[config.mk]
export PLATFORM = sky130hd
export DESIGN_NAME = sgram_seq
export DESIGN_NICKNAME = d
export VERILOG_FILES = /design/src/rtl/sgram_seq_pkg.sv /design/src/rtl/sgram_seq_fsm.sv /design/src/rtl/sgram_seq_cmd.sv /design/src/rtl/sgram_seq_rdpipe.sv /design/src/rtl/sgram_seq.sv
export SDC_FILE = /design/constraint.sdc
export NUM_CORES = 1
export LEC_CHECK = 0
export ABC_AREA = 1
export BUFFER_PORTS_ARGS = -buffer_cell sky130_fd_sc_hd__buf_4
export CORE_ASPECT_RATIO = 1.2
export CORE_UTILIZATION = 53
export CTS_CLUSTER_SIZE = 14
export DETAILED_ROUTE_END_ITERATION = 8
export PLACE_DENSITY = 0.86
export SKIP_CTS_REPAIR_TIMING = 1
export SLEW_MARGIN = 0
export SYNTH_ARGS = -nofsm -noshare
export SYNTH_HDL_FRONTEND = slang
export SYNTH_HIERARCHICAL = 1
export SYNTH_SLANG_ARGS = --single-unit
[constraint.sdc]
create_clock -name clk_i -period 4.85 [get_ports clk_i]
set_input_delay 0.2425 -clock clk_i [delete_from_list [all_inputs] [get_ports clk_i]]
set_output_delay 0.2425 -clock clk_i [all_outputs]
set_load 0.01 [all_outputs]
[src/rtl/sgram_seq_pkg.sv]
package sgram_seq_pkg;

  typedef enum logic [2:0] {
    ST_IDLE, ST_ACT, ST_RCD, ST_BURST, ST_PRE, ST_WAIT
  } seq_state_e;

  // {ras_n, cas_n, we_n}
  localparam logic [2:0] CMD_NOP   = 3'b111;
  localparam logic [2:0] CMD_ACT   = 3'b011;
  localparam logic [2:0] CMD_READ  = 3'b101;
  localparam logic [2:0] CMD_WRITE = 3'b100;
  localparam logic [2:0] CMD_PRE   = 3'b010;

  function automatic int unsigned burst_beats(input logic [2:0] code, input int unsigned page);
    case (code)
      3'd1:    return 2;
      3'd2:    return 4;
      3'd3:    return 8;
      3'd7:    return page;
      default: return 1;
    endcase
  endfunction

endpackage

[src/rtl/sgram_seq_fsm.sv]
module sgram_seq_fsm
  import sgram_seq_pkg::*;
#(
  parameter int unsigned ROW_W  = 11,
  parameter int unsigned COL_W  = 8,
  parameter int unsigned BANK_W = 1,
  parameter int unsigned T_RCD  = 2,
  parameter int unsigned T_RP   = 2
) (
  input  logic              clk_i,
  input  logic              rst_ni,
  input  logic              req_valid_i,
  input  logic              req_write_i,
  input  logic              req_autopre_i,
  input  logic [BANK_W-1:0] req_bank_i,
  input  logic [ROW_W-1:0]  req_row_i,
  input  logic [COL_W-1:0]  req_col_i,
  input  logic [2:0]        cfg_burst_i,
  input  logic [1:0]        cfg_cas_lat_i,
  output logic              req_ready_o,
  output seq_state_e        state_o,
  output logic              first_beat_o,
  output logic              write_o,
  output logic              autopre_o,
  output logic [BANK_W-1:0] bank_o,
  output logic [ROW_W-1:0]  row_o,
  output logic [COL_W-1:0]  col_o,
  output logic [1:0]        cl_idx_o
);
  localparam int unsigned PAGE   = 1 << COL_W;
  localparam int unsigned BEAT_W = COL_W + 1;
  localparam int unsigned T_MAX  = (T_RCD > T_RP) ? T_RCD : T_RP;
  localparam int unsigned CNT_W  = $clog2(T_MAX + 1) + 1;

  seq_state_e        state_q;
  logic [CNT_W-1:0]  cnt_q;
  logic [BEAT_W-1:0] beat_q, blen_q;
  logic              full_q, wr_q, ap_q;
  logic [BANK_W-1:0] bank_q;
  logic [ROW_W-1:0]  row_q;
  logic [COL_W-1:0]  col_q;
  logic [1:0]        cl_q;

  always_ff @(posedge clk_i or negedge rst_ni) begin
    if (!rst_ni) begin
      state_q <= ST_IDLE;
      cnt_q   <= '0;
      beat_q  <= '0;
      blen_q  <= BEAT_W'(1);
      full_q  <= 1'b0;
      wr_q    <= 1'b0;
      ap_q    <= 1'b0;
      bank_q  <= '0;
      row_q   <= '0;
      col_q   <= '0;
      cl_q    <= '0;
    end else begin
      case (state_q)
        ST_IDLE: if (req_valid_i) begin
          wr_q    <= req_write_i;
          ap_q    <= req_autopre_i;
          bank_q  <= req_bank_i;
          row_q   <= req_row_i;
          col_q   <= req_col_i;
          blen_q  <= BEAT_W'(burst_beats(cfg_burst_i, PAGE));
          full_q  <= (burst_beats(cfg_burst_i, PAGE) == PAGE);
          cl_q    <= (cfg_cas_lat_i == 2'd0) ? 2'd0 : cfg_cas_lat_i - 2'd1;
          state_q <= ST_ACT;
        end
        ST_ACT: begin
          beat_q <= '0;
          if (T_RCD > 1) begin
            cnt_q   <= CNT_W'(T_RCD - 2);
            state_q <= ST_RCD;
          end else begin
            state_q <= ST_BURST;
          end
        end
        ST_RCD: begin
          if (cnt_q == '0) state_q <= ST_BURST;
          else             cnt_q   <= cnt_q - 1'b1;
        end
        ST_BURST: begin
          if (beat_q == blen_q - 1'b1) begin
            // memory closes the row itself only for short auto-close reads
            if (!wr_q && ap_q && !full_q) begin
              cnt_q   <= CNT_W'(T_RP - 1);
              state_q <= ST_WAIT;
            end else begin
              state_q <= ST_PRE;
            end
          end else begin
            beat_q <= beat_q + 1'b1;
          end
        end
        ST_PRE: begin
          cnt_q   <= CNT_W'(T_RP - 1);
          state_q <= ST_WAIT;
        end
        ST_WAIT: begin
          if (cnt_q == '0) state_q <= ST_IDLE;
          else             cnt_q   <= cnt_q - 1'b1;
        end
        default: state_q <= ST_IDLE;
      endcase
    end
  end

  assign req_ready_o  = (state_q == ST_IDLE);
  assign state_o      = state_q;
  assign first_beat_o = (state_q == ST_BURST) && (beat_q == '0);
  assign write_o      = wr_q;
  assign autopre_o    = ap_q;
  assign bank_o       = bank_q;
  assign row_o        = row_q;
  assign col_o        = col_q;
  assign cl_idx_o     = cl_q;
endmodule

[src/rtl/sgram_seq_cmd.sv]
module sgram_seq_cmd
  import sgram_seq_pkg::*;
#(
  parameter int unsigned ROW_W  = 11,
  parameter int unsigned COL_W  = 8,
  parameter int unsigned BANK_W = 1,
  parameter int unsigned AP_BIT = 9
) (
  input  seq_state_e        state_i,
  input  logic              first_beat_i,
  input  logic              write_i,
  input  logic              autopre_i,
  input  logic [BANK_W-1:0] bank_i,
  input  logic [ROW_W-1:0]  row_i,
  input  logic [COL_W-1:0]  col_i,
  output logic [2:0]        cmd_o,
  output logic [BANK_W-1:0] ba_o,
  output logic [ROW_W-1:0]  addr_o
);
  always_comb begin
    cmd_o  = CMD_NOP;
    ba_o   = '0;
    addr_o = '0;
    case (state_i)
      ST_ACT: begin
        cmd_o  = CMD_ACT;
        ba_o   = bank_i;
        addr_o = row_i;
      end
      ST_BURST: if (first_beat_i) begin
        cmd_o              = write_i ? CMD_WRITE : CMD_READ;
        ba_o               = bank_i;
        addr_o[COL_W-1:0]  = col_i;
        addr_o[AP_BIT]     = !write_i && autopre_i;
      end
      ST_PRE: begin
        cmd_o = CMD_PRE;
        ba_o  = bank_i;
      end
      default: ;
    endcase
  end
endmodule

[src/rtl/sgram_seq_rdpipe.sv]
module sgram_seq_rdpipe #(
  parameter int unsigned DATA_W = 32,
  parameter int unsigned MAX_CL = 3
) (
  input  logic              clk_i,
  input  logic              rst_ni,
  input  logic              rd_beat_i,
  input  logic [1:0]        cl_idx_i,
  input  logic [DATA_W-1:0] dq_i,
  output logic [DATA_W-1:0] rdata_o,
  output logic              rdata_valid_o
);
  logic [MAX_CL-1:0] pipe_q, pipe_d;
  logic [DATA_W-1:0] data_q;
  logic              valid_q;

  // inject at the latency slot so in-flight beats keep their own latency
  always_comb begin
    pipe_d = pipe_q >> 1;
    if (rd_beat_i) pipe_d[cl_idx_i] = 1'b1;
  end

  always_ff @(posedge clk_i or negedge rst_ni) begin
    if (!rst_ni) begin
      pipe_q  <= '0;
      valid_q <= 1'b0;
      data_q  <= '0;
    end else begin
      pipe_q  <= pipe_d;
      valid_q <= pipe_q[0];
      if (pipe_q[0]) data_q <= dq_i;
    end
  end

  assign rdata_o       = data_q;
  assign rdata_valid_o = valid_q;
endmodule

[src/rtl/sgram_seq.sv]
module sgram_seq
  import sgram_seq_pkg::*;
#(
  parameter int unsigned DATA_W = 32,
  parameter int unsigned ROW_W  = 11,
  parameter int unsigned COL_W  = 8,
  parameter int unsigned BANK_W = 1,
  parameter int unsigned AP_BIT = 9,
  parameter int unsigned T_RCD  = 2,
  parameter int unsigned T_RP   = 2
) (
  input  logic              clk_i,
  input  logic              rst_ni,
  input  logic [1:0]        cfg_cas_lat_i,
  input  logic [2:0]        cfg_burst_i,
  input  logic              req_valid_i,
  output logic              req_ready_o,
  input  logic              req_write_i,
  input  logic              req_autopre_i,
  input  logic [BANK_W-1:0] req_bank_i,
  input  logic [ROW_W-1:0]  req_row_i,
  input  logic [COL_W-1:0]  req_col_i,
  input  logic [DATA_W-1:0] wdata_i,
  output logic              wdata_ready_o,
  output logic [DATA_W-1:0] rdata_o,
  output logic              rdata_valid_o,
  output logic              sd_ras_n_o,
  output logic              sd_cas_n_o,
  output logic              sd_we_n_o,
  output logic              sd_dsf_o,
  output logic [BANK_W-1:0] sd_ba_o,
  output logic [ROW_W-1:0]  sd_addr_o,
  output logic [DATA_W-1:0] sd_dq_o,
  output logic              sd_dq_oe_o,
  input  logic [DATA_W-1:0] sd_dq_i
);
  seq_state_e        state;
  logic              first_beat, wr, ap;
  logic [BANK_W-1:0] bank;
  logic [ROW_W-1:0]  row;
  logic [COL_W-1:0]  col;
  logic [1:0]        cl_idx;
  logic [2:0]        cmd;
  logic              in_burst;

  sgram_seq_fsm #(
    .ROW_W(ROW_W), .COL_W(COL_W), .BANK_W(BANK_W), .T_RCD(T_RCD), .T_RP(T_RP)
  ) u_fsm (
    .clk_i, .rst_ni, .req_valid_i, .req_write_i, .req_autopre_i,
    .req_bank_i, .req_row_i, .req_col_i, .cfg_burst_i, .cfg_cas_lat_i,
    .req_ready_o,
    .state_o(state), .first_beat_o(first_beat), .write_o(wr), .autopre_o(ap),
    .bank_o(bank), .row_o(row), .col_o(col), .cl_idx_o(cl_idx)
  );

  sgram_seq_cmd #(
    .ROW_W(ROW_W), .COL_W(COL_W), .BANK_W(BANK_W), .AP_BIT(AP_BIT)
  ) u_cmd (
    .state_i(state), .first_beat_i(first_beat), .write_i(wr), .autopre_i(ap),
    .bank_i(bank), .row_i(row), .col_i(col),
    .cmd_o(cmd), .ba_o(sd_ba_o), .addr_o(sd_addr_o)
  );

  assign in_burst = (state == ST_BURST);

  sgram_seq_rdpipe #(.DATA_W(DATA_W), .MAX_CL(3)) u_rd (
    .clk_i, .rst_ni,
    .rd_beat_i(in_burst && !wr), .cl_idx_i(cl_idx), .dq_i(sd_dq_i),
    .rdata_o, .rdata_valid_o
  );

  assign {sd_ras_n_o, sd_cas_n_o, sd_we_n_o} = cmd;
  assign sd_dsf_o      = 1'b0;
  assign wdata_ready_o = in_burst && wr;
  assign sd_dq_oe_o    = in_burst && wr;
  assign sd_dq_o       = wdata_i;
endmodule

==> reports/qor.txt <==
Die width - 85.6 um
Outcome - completed
Vias per cell - 4.99
Final setup vio count - 0
Global-route wire length before repair - 14700 um
Routed wire per std cell - 12.3 um
# clock sinks - 80
Initial antenna violation count - 0
Gr ovfl total - 0
Syn nets - 651
Skew-Pair Late Insertion Delay - 0.35 ns
Starting Density - 0.548
CP Data Arrival Time - 2.65 ns
TritonCTS Buffers - 9
CTS root buf - clkbuf_8
Vias - 3625
First-pass detailed-route iteration total - 7
Critical path fanouts, max - 12
Deepest clock path buffer count - 2
Crit share post-route - 0.597
Post-DP HPWL - 6760 um
Vias in the first global route - 3493
Sequential share of the synthesized area - 0.451
Hold slack - 0.0310 ns
Setup crit start kind - flip-flop
Placer Congestion - 0.861
VDD IR max - 0.326 mV
Iter 0 DRT Violations - 178
Synth Cell Area - 4440 um2
Die H - 102 um
Slew margin rel. - 0.353
Seq cells post-synth - 80
Endpoints failing hold - 0
GRT Util Overall - 0.209
Fraction of layout cells with a size suffix above 1 - 0.302
Clk_skew - 0.0155 ns
Number of diodes - 0
Routed WL - 8920 um
Setup_tns - 0 ns
Unique masters post-synth - 39
Worst Max-Slew Pin Slew - 0.970 ns
Yosys warnings - 6
Tmin final - 2.90 ns
H-tree depth - 3
Power Density - 601 nW/um2
Final max-slew violation count - 0
CP Class - flip-flop to primary output
Max_cap viols - 0
I/O pin count - 178
Max Fclk - 0.345 GHz
Area grow syn2layout - 17.1%
Largest net degree at the start of global routing - 81
RSZ-0062 raised after global routing - no
Detail Route Antenna Nets - 0
# fillers - 641
Nets - 727
CORE AREA - 8110 um2
CP Capture Type - primary output
Cells after Synth - 551
Area of the multi-input gates - 1730 um2
CTS tree - built
Storage cell area - 2000 um2
Std-Cell Rows - 36
I/O Buffers - 112
Clock transition at path regs - 0.10 ns
Critical path data required time - 4.61 ns
LEAKAGE - 2.76 nW
Worst min path class - primary input to async pin
Residual DRC - 0
Synthesized area per cell - 8.06 um2
DIE AREA - 8750 um2
[state kept, by name (all words and copies together) (netlist names)]
name	cells
u_fsm/beat_q	9
u_fsm/blen_q	5
u_fsm/write_o	1
u_rd/rdata_valid_o	1
u_rd/pipe_q	3
u_fsm/col_o	8
u_fsm/cl_idx_o	2
u_fsm/cnt_q	3
u_fsm/bank_o	1
u_fsm/state_o	3
u_fsm/autopre_o	1
u_rd/rdata_o	32
u_fsm/row_o	11
[metal layers]
layer,vias to the layer above,part of all wire,global-route usage
met1,1677,0.40,0.228
met2,129,0.52,0.392
met3,10,0.065,0.0590
li1,1809,-,-
met4,0,0.013,0.0692
met5,-,0,0
[power breakdown]
| group | switching (mW) | leakage (nW) | internal (mW) |
|---|---|---|---|
| Clock | 0.271 | 0.0899 | 0.196 |
| Sequential | 0.202 | 1.01 | 0.958 |
| Combinational | 0.875 | 1.66 | 0.625 |
| Total | 1.35 | 2.76 | 1.78 |
[through the flow]
step	instances	setup slack (ns)	total power, mW	utilization	area (um2)
floorplan	551	2.98	2.23	-	4440
global placement	711	2.45	2.60	0.619	5010
detailed placement	711	2.33	2.68	0.619	5010
CTS	727	1.94	3.15	0.642	5200
global route	727	1.57	3.38	0.642	5200
finish	727	1.95	3.13	0.642	5200
[layout by cell type (no fill, tap or decap)]
| cell | instances |
|---|---|
| nor2_2 | 3 |
| dfstp_2 | 1 |
| nand2_1 | 194 |
| o21a_1 | 1 |
| inv_1 | 72 |
| and2_1 | 1 |
| nand2_2 | 3 |
| conb_1 | 1 |
| nand4_1 | 6 |
| clkinvlp_4 | 2 |
| a21oi_4 | 1 |
| xor2_1 | 4 |
| ha_1 | 6 |
| nor3_4 | 1 |
| dfrtp_2 | 1 |
| a211oi_1 | 2 |
| inv_6 | 1 |
| o21ai_2 | 35 |
| nor3_1 | 4 |
| nand2_4 | 2 |
| o21bai_1 | 1 |
| nand3_2 | 1 |
| clkinv_4 | 2 |
| o21ai_1 | 3 |
| clkbuf_8 | 9 |
| a21oi_1 | 7 |
| dfrtp_1 | 78 |
| nand3_1 | 17 |
| nor2_4 | 1 |
| inv_8 | 2 |
| o32ai_1 | 1 |
| o31ai_1 | 1 |
| buf_4 | 114 |
| or2_2 | 1 |
| nand4_4 | 1 |
| xnor2_1 | 3 |
| nand3b_1 | 2 |
| inv_2 | 10 |
| nor2_1 | 27 |
| o21ai_0 | 10 |
[cell families (layout without fill, tap and decap cells)]
kind of cell / count (synthesis) / after routing / share of synthesized area
AO/OA/AOI/OAI: 62 / 62 / 0.106
XOR/XNOR: 7 / 7 / 0.0138
adder cells (fa/ha/maj): 6 / 6 / 0.0169
buffers and inverters: 131 / 212 / 0.160
flip-flops: 80 / 80 / 0.451
other: 1 / 1 / 0.000844
AND/OR/NAND/NOR: 264 / 264 / 0.252
[synth_stat cells (all sizes together)]
library cell | number | area (um2)
a211oi | 2 | 15.0
a21oi | 8 | 51.3
and2 | 1 | 6.26
buf | 45 | 389
clkbuf | 4 | 15.0
conb | 1 | 3.75
dfrtp | 79 | 1980
dfstp | 1 | 26.3
ha | 6 | 75.1
inv | 82 | 308
nand2 | 199 | 769
nand3 | 18 | 95.1
nand3b | 2 | 15.0
nand4 | 7 | 58.8
nor2 | 31 | 131
nor3 | 5 | 36.3
o21a | 1 | 7.51
o21ai | 48 | 372
o21bai | 1 | 7.51
o31ai | 1 | 7.51
o32ai | 1 | 8.76
or2 | 1 | 6.26
xnor2 | 3 | 26.3
xor2 | 4 | 35.0
[path summary, 6_finish.rpt]
kind	depth (start not counted)	slack [ns]	endpoint	start
worst max-delay path	8	1.95	sd_we_n_o	u_fsm/state_o[1]
worst min-delay path	1	0.03	u_fsm/col_o[4]	rst_ni
worst max register to register	7	2.64	u_fsm/col_o[7]	u_fsm/state_o[1]
worst min register to register	2	0.45	u_rd/pipe_q[1]	u_rd/pipe_q[2]
max in group asynchronous	1	4.13	u_rd/pipe_q[0]	rst_ni
min in group clk_i	3	0.08	u_fsm/col_o[3]	req_col_i[3]
[final cells by class]
| type | count | share of cell area |
|---|---|---|
| clock buffers | 9 | 0.0238 |
| clock inverters | 7 | 0.0123 |
| inverters | 82 | 0.0592 |
| multi-input cells | 340 | 0.332 |
| flip-flops and latches | 80 | 0.385 |
| well taps | 95 | 0.0228 |
| repair buffers | 114 | 0.165 |
[critical path, cell delays in order (launching register included)]
cell and delay (ns):
dfrtp_1 0.58, inv_1 0.16, nor3_4 0.27, inv_2 0.14, nor2_1 0.17, nand2_1 0.06, nor2_1 0.57, a21oi_1 0.16
buf_4 0.19
Note: power is estimated with default switching activity, not from simulation.
